<file path="src/rtl/tbp_pkg.sv">
package tbp_pkg;

   // Selector states, ordered so that stepping up moves toward the global side
   typedef enum logic [1:0] {
      SEL_STRONG_LOC = 2'd0,
      SEL_WEAK_LOC   = 2'd1,
      SEL_WEAK_GLB   = 2'd2,
      SEL_STRONG_GLB = 2'd3
   } sel_state_e;

   typedef struct packed {
      logic step;   // selector entry moves this resolve
      logic up;     // move toward the global side
   } sel_train_t;

   function automatic sel_train_t sel_train(input logic loc_ok, input logic glb_ok);
      sel_train_t r;
      r.step = loc_ok ^ glb_ok;
      r.up   = glb_ok;
      return r;
   endfunction

endpackage

</file>
<file path="src/rtl/tbp_ctr_table.sv">
module tbp_ctr_table #(
   parameter int ENTRIES = 256,
   parameter int CTR_W   = 2,
   parameter int INIT    = 1,
   localparam int IDX_W  = $clog2(ENTRIES)
) (
   input  logic             clk,
   input  logic             rst_n,
   input  logic [IDX_W-1:0] rd_idx,
   output logic [CTR_W-1:0] rd_val,
   input  logic             wr_en,
   input  logic [IDX_W-1:0] wr_idx,
   input  logic             wr_up
);

   localparam logic [CTR_W-1:0] MAX_V  = {CTR_W{1'b1}};
   localparam logic [CTR_W-1:0] INIT_V = CTR_W'(INIT);

   if (ENTRIES < 2 || (1 << IDX_W) != ENTRIES) begin : g_bad_depth
      $error("tbp_ctr_table: ENTRIES must be a power of two");
   end
   if (CTR_W < 1 || INIT > (1 << CTR_W) - 1) begin : g_bad_init
      $error("tbp_ctr_table: INIT out of counter range");
   end

   logic [CTR_W-1:0] mem [ENTRIES];
   logic [CTR_W-1:0] cur;
   logic [CTR_W-1:0] nxt;

   assign rd_val = mem[rd_idx];
   assign cur    = mem[wr_idx];

   always_comb begin
      nxt = cur;
      if (wr_up && cur != MAX_V)      nxt = cur + 1'b1;
      else if (!wr_up && cur != '0)   nxt = cur - 1'b1;
   end

   always_ff @(posedge clk) begin
      if (!rst_n) begin
         for (int i = 0; i < ENTRIES; i++) mem[i] <= INIT_V;
      end else if (wr_en) begin
         mem[wr_idx] <= nxt;
      end
   end

   // checker capture of the previous write
   logic             chk_en;
   logic             chk_up;
   logic [IDX_W-1:0] chk_idx;
   logic [CTR_W-1:0] chk_old;

   always_ff @(posedge clk) begin
      if (!rst_n) begin
         chk_en  <= 1'b0;
         chk_up  <= 1'b0;
         chk_idx <= '0;
         chk_old <= '0;
      end else begin
         chk_en  <= wr_en;
         chk_up  <= wr_up;
         chk_idx <= wr_idx;
         chk_old <= cur;
      end
   end

   // a saturated entry stays at its end value
   p_sat_hold_r4: assert property (@(posedge clk) disable iff (!rst_n)
      (chk_en && chk_up && chk_old == MAX_V) |-> mem[chk_idx] == MAX_V);
   p_sat_floor_r4: assert property (@(posedge clk) disable iff (!rst_n)
      (chk_en && !chk_up && chk_old == '0) |-> mem[chk_idx] == '0);
   // a written entry moves by exactly one step unless saturated
   p_one_step_r6: assert property (@(posedge clk) disable iff (!rst_n)
      (chk_en && chk_up && chk_old != MAX_V) |-> mem[chk_idx] == chk_old + 1'b1);

endmodule

</file>
<file path="src/rtl/tbp_local_hist.sv">
module tbp_local_hist #(
   parameter int ENTRIES = 64,
   parameter int HIST_W  = 6,
   localparam int IDX_W  = $clog2(ENTRIES)
) (
   input  logic              clk,
   input  logic              rst_n,
   input  logic [IDX_W-1:0]  rd_idx,
   output logic [HIST_W-1:0] rd_hist,
   input  logic              wr_en,
   input  logic [IDX_W-1:0]  wr_idx,
   input  logic              wr_taken
);

   if ((1 << IDX_W) != ENTRIES) begin : g_bad_depth
      $error("tbp_local_hist: ENTRIES must be a power of two");
   end
   if (HIST_W < 1) begin : g_bad_width
      $error("tbp_local_hist: HIST_W must be positive");
   end

   logic [HIST_W-1:0] hist [ENTRIES];
   logic [HIST_W-1:0] shifted;

   assign rd_hist = hist[rd_idx];

   if (HIST_W == 1) begin : g_one
      assign shifted = wr_taken;
   end else begin : g_multi
      assign shifted = {hist[wr_idx][HIST_W-2:0], wr_taken};
   end

   always_ff @(posedge clk) begin
      if (!rst_n) begin
         for (int i = 0; i < ENTRIES; i++) hist[i] <= '0;
      end else if (wr_en) begin
         hist[wr_idx] <= shifted;
      end
   end

   logic             chk_en;
   logic             chk_t;
   logic [IDX_W-1:0] chk_idx;

   always_ff @(posedge clk) begin
      if (!rst_n) begin
         chk_en  <= 1'b0;
         chk_t   <= 1'b0;
         chk_idx <= '0;
      end else begin
         chk_en  <= wr_en;
         chk_t   <= wr_taken;
         chk_idx <= wr_idx;
      end
   end

   // the newest outcome lands in bit 0 of the written history
   p_newest_bit_r3: assert property (@(posedge clk) disable iff (!rst_n)
      chk_en |-> hist[chk_idx][0] == chk_t);

endmodule

</file>
<file path="src/rtl/tbp_global_hist.sv">
module tbp_global_hist #(
   parameter int HIST_W = 8
) (
   input  logic              clk,
   input  logic              rst_n,
   input  logic              upd,
   input  logic              taken,
   output logic [HIST_W-1:0] hist
);

   if (HIST_W < 2) begin : g_bad_width
      $error("tbp_global_hist: HIST_W must be at least 2");
   end

   always_ff @(posedge clk) begin
      if (!rst_n)   hist <= '0;
      else if (upd) hist <= {hist[HIST_W-2:0], taken};
   end

   // shift with the outcome entering at bit 0
   p_shift_in_r7: assert property (@(posedge clk) disable iff (!rst_n)
      upd |=> hist[0] == $past(taken) && hist[HIST_W-1:1] == $past(hist[HIST_W-2:0]));
   // no resolve, no history change
   p_idle_hold_r9: assert property (@(posedge clk) disable iff (!rst_n)
      !upd |=> $stable(hist));

endmodule

</file>
<file path="src/rtl/tourney_bp.sv">
module tourney_bp #(
   parameter int PC_W       = 32,
   parameter int ALIGN      = 2,
   parameter int LH_ENTRIES = 64,
   parameter int LH_W       = 6,
   parameter int GH_W       = 8,
   parameter int CH_ENTRIES = 256,
   parameter int CTR_W      = 2,
   parameter bit GLB_XOR    = 1'b1,
   localparam int LH_IDX_W  = $clog2(LH_ENTRIES),
   localparam int CH_IDX_W  = $clog2(CH_ENTRIES),
   localparam int CTR_INIT  = (1 << (CTR_W - 1)) - 1
) (
   input  logic                clk,
   input  logic                rst_n,
   input  logic [PC_W-1:0]     fetch_pc,
   output logic                fetch_taken,
   output logic                fetch_local_taken,
   output logic                fetch_global_taken,
   output logic                fetch_use_global,
   output logic [LH_W-1:0]     fetch_local_idx,
   output logic [GH_W-1:0]     fetch_global_idx,
   output logic [CH_IDX_W-1:0] fetch_chooser_idx,
   input  logic                rslv_valid,
   input  logic [PC_W-1:0]     rslv_pc,
   input  logic                rslv_taken,
   input  logic                rslv_local_taken,
   input  logic                rslv_global_taken,
   input  logic [LH_W-1:0]     rslv_local_idx,
   input  logic [GH_W-1:0]     rslv_global_idx,
   input  logic [CH_IDX_W-1:0] rslv_chooser_idx
);
   import tbp_pkg::*;

   if (ALIGN + GH_W > PC_W || ALIGN + CH_IDX_W > PC_W || ALIGN + LH_IDX_W > PC_W) begin : g_bad_pc
      $error("tourney_bp: index slices exceed PC width");
   end
   if (CTR_W < 2) begin : g_bad_ctr
      $error("tourney_bp: CTR_W must be at least 2");
   end

   logic [GH_W-1:0]  ghist;
   logic [CTR_W-1:0] loc_ctr;
   logic [CTR_W-1:0] glb_ctr;
   logic [1:0]       sel_q;
   sel_train_t       sel_tr;

   logic unused_pc;
   assign unused_pc = ^{fetch_pc, rslv_pc};

   // ---------------- local component ----------------
   tbp_local_hist #(.ENTRIES(LH_ENTRIES), .HIST_W(LH_W)) u_lhist (
      .clk(clk), .rst_n(rst_n),
      .rd_idx(fetch_pc[ALIGN +: LH_IDX_W]), .rd_hist(fetch_local_idx),
      .wr_en(rslv_valid), .wr_idx(rslv_pc[ALIGN +: LH_IDX_W]), .wr_taken(rslv_taken));

   tbp_ctr_table #(.ENTRIES(1 << LH_W), .CTR_W(CTR_W), .INIT(CTR_INIT)) u_lpht (
      .clk(clk), .rst_n(rst_n),
      .rd_idx(fetch_local_idx), .rd_val(loc_ctr),
      .wr_en(rslv_valid), .wr_idx(rslv_local_idx), .wr_up(rslv_taken));

   // ---------------- global component ----------------
   tbp_global_hist #(.HIST_W(GH_W)) u_ghist (
      .clk(clk), .rst_n(rst_n), .upd(rslv_valid), .taken(rslv_taken), .hist(ghist));

   if (GLB_XOR) begin : g_xor_idx
      assign fetch_global_idx = fetch_pc[ALIGN +: GH_W] ^ ghist;
   end else begin : g_hist_idx
      assign fetch_global_idx = ghist;
   end

   tbp_ctr_table #(.ENTRIES(1 << GH_W), .CTR_W(CTR_W), .INIT(CTR_INIT)) u_gpht (
      .clk(clk), .rst_n(rst_n),
      .rd_idx(fetch_global_idx), .rd_val(glb_ctr),
      .wr_en(rslv_valid), .wr_idx(rslv_global_idx), .wr_up(rslv_taken));

   // ---------------- selector ----------------
   assign fetch_chooser_idx = fetch_pc[ALIGN +: CH_IDX_W];
   assign sel_tr = sel_train(rslv_local_taken == rslv_taken,
                             rslv_global_taken == rslv_taken);

   tbp_ctr_table #(.ENTRIES(CH_ENTRIES), .CTR_W(2), .INIT(int'(SEL_WEAK_LOC))) u_sel (
      .clk(clk), .rst_n(rst_n),
      .rd_idx(fetch_chooser_idx), .rd_val(sel_q),
      .wr_en(rslv_valid && sel_tr.step), .wr_idx(rslv_chooser_idx), .wr_up(sel_tr.up));

   // ---------------- outputs ----------------
   assign fetch_local_taken  = loc_ctr[CTR_W-1];
   assign fetch_global_taken = glb_ctr[CTR_W-1];
   assign fetch_use_global   = sel_q[1];
   assign fetch_taken        = fetch_use_global ? fetch_global_taken : fetch_local_taken;

   // an agreeing resolve leaves the selection seen at that index unchanged
   p_agree_hold_r5: assert property (@(posedge clk) disable iff (!rst_n)
      (rslv_valid && rslv_local_taken == rslv_global_taken && fetch_chooser_idx == rslv_chooser_idx
       && $stable(fetch_pc)) |=> ($stable(fetch_pc) -> $stable(fetch_use_global)));

endmodule

</file>
<file path="config.mk">
export PLATFORM = sky130hd
export DESIGN_NAME = tourney_bp
export DESIGN_NICKNAME = d
export VERILOG_FILES = /design/src/rtl/tbp_pkg.sv /design/src/rtl/tbp_ctr_table.sv /design/src/rtl/tbp_local_hist.sv /design/src/rtl/tbp_global_hist.sv /design/src/rtl/tourney_bp.sv
export SDC_FILE = /design/constraint.sdc
export NUM_CORES = 2
export LEC_CHECK = 0
export BUFFER_PORTS_ARGS = -buffer_cell sky130_fd_sc_hd__buf_4
export CAP_MARGIN = 5
export CORE_MARGIN = 1
export CORE_UTILIZATION = 58
export DETAILED_ROUTE_END_ITERATION = 6
export GPL_ROUTABILITY_DRIVEN = 0
export MAX_ROUTING_LAYER = met4
export PLACE_DENSITY_LB_ADDON = 0.1
export SLEW_MARGIN = 20
export SYNTH_ARGS = -nofsm -noshare
export SYNTH_HDL_FRONTEND = slang
export SYNTH_SLANG_ARGS = --single-unit
</file>
<file path="constraint.sdc">
create_clock -name clk -period 4.59 [get_ports clk]
set_input_delay 0.6885 -clock clk [delete_from_list [all_inputs] [get_ports clk]]
set_output_delay 0.6885 -clock clk [all_outputs]
set_load 0.01 [all_outputs]
</file>
Yosys cells after proc, flatten, opt, wreduce, memory -nomap -nowiden
Memory sizes are Yosys's and may differ from the RTL's.
Index checks and enable logic that the tools add are counted.

word-level totals
  memories kept = 4
  output and inout port bits = 26
  word-level logic and storage cells = 60
  register bits = 8
  memory bits (writable) = 1536
  bits of input ports = 92

operators by class
  reductions and logical operators = 16
  equality and inequality tests = 5
  muxes and demuxes = 26
  add/subtract/negate cells = 6
  bitwise operators = 2

memory list
  name          words  bits a word  rd ports  clocked after memory_dff  write ports  RTL line              source
  u_gpht.mem    256    2            2         0                         256          tbp_ctr_table.sv:26   logic [CTR_W-1:0] mem [ENTRIES];
  u_sel.mem     256    2            2         0                         256          tbp_ctr_table.sv:26
  u_lhist.hist  64     6            2         0                         64           tbp_local_hist.sv:22  logic [HIST_W-1:0] hist [ENTRIES];
  u_lpht.mem    64     2            2         0                         64           tbp_ctr_table.sv:26

operators with widths
  operator                                                             count
  2-bit 2-to-1 mux                                                     9
  6-bit 2-to-1 mux                                                     3
  8-bit 2-to-1 mux                                                     2
  1-bit 2-to-1 mux                                                     12
  8-bit XOR                                                            1
  1-bit logical AND                                                    7
  2-bit by 1-bit adder with 2-bit output (second input constant)       3
  2-bit != test (second input constant)                                3
  2-bit nonzero test                                                   3
  2-bit OR reduction                                                   3
  6-bit OR reduction                                                   1
  2-bit by 1-bit subtractor with 2-bit output (second input constant)  3
  1-bit == test                                                        2
  1-bit zero test                                                      2
  1-bit XOR                                                            1

Depth between registers and ports, before layout
  word-level depth = 8
  depth in mapped cells = 18
  mapped depth without buffers = 13

Cells and area by module
A second synthesis with hierarchy kept.

unflattened totals
  cells, all modules = 6969
  area total of the unflattened synthesis = 88424.8 um2

by module, submodules not included
  module                  area an instance (um2)  cells an instance  sequential area each (um2)  times used
  tbp_ctr_table (u_gpht)  30153.9                 2372               15374.7                     1
  tbp_ctr_table (u_sel)   30122.6                 2343               15374.7                     1
  tbp_local_hist          20226.9                 1543               11531.1                     1
  tbp_ctr_table (u_lpht)  7454.6                  666                3843.7                      1
  tbp_global_hist         301.5                   25                 160.2                       1
  tourney_bp              165.2                   20                 0.0                         1

Worst setup path before layout
OpenSTA, ideal clock, no wires.

  kind = input to output
  start = input port fetch_pc[3]
  end = output port fetch_taken
  setup slack = -0.270 ns
  data arrival time = 4.172 ns
  buffers on the path = 4
  required time = 3.902 ns
  stages on the path = 9
  cells stage by stage = clkbuf_1 -> clkbuf_1 -> clkbuf_1 -> buf_1 -> mux4_2 -> mux4_2 -> mux4_2 -> mux4_2 -> o41ai_1

on the way
  elaborated cells on any way between the ends = 6
  those cells by class = mux (1); bitwise (1); memory (4)

RTL lines
  element                     RTL line          source
  start: declaration          tourney_bp.sv:16  input logic [PC_W-1:0] fetch_pc,
  memory 256 x 2 bit          --
  named net fetch_use_global  tourney_bp.sv:20  output logic fetch_use_global,
  1-bit 2-to-1 mux            tourney_bp.sv:91  assign fetch_taken = fetch_use_global ? fetch_global_taken : fetch_local_taken;
  end: declaration            tourney_bp.sv:17  output logic fetch_taken,

The timed path passes the listed nets, and every way through them passes these cells.

Worst setup path in the final report
  start = register u_ghist.hist[0]
  end = output port fetch_taken

on the way
  word-level cells in the longest chain between the ends = 3

ends and longest elaborated chain
  element                   RTL line               source
  start: declaration        tbp_global_hist.sv:8   output logic [HIST_W-1:0] hist
  start signal: assignment  tbp_global_hist.sv:17  else if (upd) hist <= {hist[HIST_W-2:0], taken};
  8-bit XOR                 tourney_bp.sv:67       assign fetch_global_idx = fetch_pc[ALIGN +: GH_W] ^ ghist;
  memory 256 x 2 bit        --
  1-bit 2-to-1 mux          tourney_bp.sv:91

No other way between the ends.

==> results.yml <==
setup_path:
  critical_path_class: "register to primary output"
  cp_num_cells: 12
  r2r-start: "u_gpht.mem[63][0]"
  crit_top_cell: "mux4_2"
  critPathLaunch: "u_ghist.hist[0]"
  slowest_stage: "mux4_2"
  cpPeakStageDelay_ps: 620
  arrival_ps: 4300
  worstSetupStartpointType: "register"
  crit_family: "multiplexers"
  cp-end-kind: "primary output"
  critPathMaxFanout: 13
  worstPathCellList: "xor2_4 > buf_12 > buf_16 > mux4_2 > mux4_2 > mux4_2 > nor2b_4 > a211oi_2 > a21oi_2 > nand2_1 > o41ai_2 > buf_4"
  crit_required_ps: 3900
  worst-r2r-cell-count: 10
  path_buf_inv: 3
synth:
  synthAdderAreaFrac_pct: 0.0944
  synth-xor-area-share_pct: 0.153
  syn_inst: 6107
  synth_edf_count: 1536
  synthSimpleGateAreaFrac_pct: 13.2
  synth.area.top_cells: "edfxtp_1 (58%), mux4_2 (17%), nand3_1 (3.8%), nor3_1 (3.3%), o21ai_0 (3.1%)"
  ys_ff_latch: 1544
  ys_seq_area_share_pct: 58.2
  syn_nets: 6205
  avgSynthCellArea_um2: 13.0
  synth_top_family_by_area: "multiplexers"
  synth_compound_area_share_pct: 6.30
  synthDistinctLibCells: 56
  synth_top_area_share_pct: 58.0
  yosys.cell_count.top_type: "edfxtp_1"
  syn_area_mm2: 0.0795
  synthMuxAreaShare_pct: 17.9
  synthArstFlopShare_pct: 0
  synthTopCellsByCount: "edfxtp_1 (1536), nand3_1 (597), mux4_2 (594)"
  synth_top_cell_by_area: "edfxtp_1"
  yosys_warnings: 0
  synth-main-ff-cell: "edfxtp_1"
layout:
  nFillCells: 9593
  fin_area_mm2: 0.0903
  nNetsFinal: 6179
  drive_gt1_share_pct: 25.0
  syn_to_final_growth_pct: 13.6
power:
  p_per_area_mw_per_mm2: 381
  power_uw: 34400
  vdd_drop_max_v: 0.000316
  leakagePower_uw: 0.0279
timing:
  finalMaxSlewViolations: 0
  finalHoldViolations: 0
  fmax_mhz: 201
  finalCritPeriodShare_pct: 109
  final.setup_skew_ps: 38.2
  fin_ws_ps: -395
  setup_viol: 3
  period_minus_slack_ps: 4980
  relSlewSlack_pct: 25.8
  tightest_slew_ps: 1110
  rsz0062_at_grt: "yes"
  tns_ps: -832
  timing.hold.ws_ps: 342
cts:
  htreeDepth: 4
  path_clk_slew_ps: 60
  root_buffer: "clkbuf_16"
  cts_sinks: 1544
  cts_hold_repair.buffers: 0
  cts_inserted_buffers: 164
  worst_skew_pair.late_latency_ps: 820
  cts_tree: "done"
  cts_buffer_depth: 3
global_routing:
  antenna_found_initial: 7
  grt_overflow: 0
  track_usage_pct: 38.0
  grt_max_degree: 202
  grt_pass1_wl_um: 371000
  grt_pass1_vias: 56400
floorplan:
  die_area_mm2: 0.139
  io-pin-count: 118
  core-area_mm2: 0.136
  dieHeight_um: 372
  die_w_um: 372
  initial_core_util_pct: 58.5
  rows: 135
run_status:
  outcome: "finished, violations left"
  violations: "setup timing"
min_path:
  hp-start: "rst_n"
  min_path_type: "input pin to register"
  holdPathStages: 2
placed_design:
  place_hpwl_um: 162000
  place_area_mm2: 0.0846
  preCtsSetupSlack_ps: -587
  io_buffer_count: 67
route:
  finalWirelength_um: 254000
  dr_total_vias: 58400
  postRouteAntennaNets: 0
  wire_per_inst_um: 31.8
  initialDrtViolationCount: 9935
  drtPass1Iterations: 7
  drc_errors: 0
  routed_via_density: 7.31
flow_run:
  max-cap-violations: 0
==> cell type report <==
cell class | instances | area, um2 | area share [%]
inverter | 15 | 56.3 | 0.0623
tap | 1781 | 2230 | 2.47
antenna | 4 | 10.0 | 0.0111
sequential | 1544 | 46300 | 51.3
clock buffer | 203 | 4350 | 4.81
clock inverter | 94 | 852 | 0.944
multi-input combinational | 3772 | 30600 | 33.8
timing repair buffer | 584 | 5970 | 6.61
==> stage by stage <==
stage,instances,util (%)
after floorplan,6107,-
after global placement,7681,62.3
after detailed placement,7681,62.3
after CTS,7987,66.3
after global routing,7997,66.5
final,7997,66.5
==> worst paths after layout <==
check	endpoint	slack [ps]
setup reg to reg	u_gpht.mem[30][0]	470
hold reg to reg	u_ghist.hist[7]	550
hold / removal	u_ghist.hist[7]	340
setup / recovery	fetch_taken	-390
==> layer usage <==
metal / track usage (%) / vias to the layer above / share of wire [%]
li1: - / 23900 / -
met1: 52.5 / 29400 / 36
met2: 54.9 / 4529 / 45
met3: 8.68 / 663 / 14
met4: 15.3 / 0 / 4.3
met5: - / - / 0
==> registers in the layout, indices dropped and copies added (netlist names) <==
signal,count
u_lpht.mem,128
u_gpht.mem,512
u_lhist.hist,384
u_sel.mem,512
u_ghist.hist,8
==> cells in the final DEF, fill, tap and decap left out, types with 8 or more instances in the layout <==
cell and count:
edfxtp_1 1536, mux4_2 594, nand3_1 590, nor3_1 496
o21ai_0 489, nor2_1 467, buf_4 459, nand2_1 392
a22oi_1 271, clkbuf_16 172, buf_12 104, and3_1 70
nand4_1 59, mux2i_1 54, clkbuf_1 34, clkinv_2 31
clkinv_1 30, nor2b_1 30, nor3_2 28, nand2b_1 21
o22ai_1 21, mux2_2 19, nor2_2 17, and2_1 15
inv_1 13, bufinv_16 13, nor3b_2 12, inv_6 9
a21oi_1 8
==> timing repair <==
item,4_1_cts,5_1_grt
gates resized for setup,45,15
pin swaps,12,4
setup endpoints to repair,4,4
gates cloned,3,4
buffers inserted,7,4
==> where the power goes <==
part,internal [uW],switching (uW),leakage (uW),total [uW]
combinational,1990,3290,0.0111,5280
sequential,15800,209,0.0143,16100
clock,7450,5660,0.00254,13100
total,25300,9150,0.0279,34400
==> cells by family (layout without fill, tap and decap cells) <==
kind of cell / count (synthesis) / in the layout
simple gates: 2245 / 2246
compound gates: 834 / 834
other cells: 0 / 4
fa+ha+maj: 6 / 6
flops: 1544 / 1544
xor+xnor: 13 / 13
mux: 673 / 673
buf+inv: 792 / 896
Power figures use the tool's default switching activity.
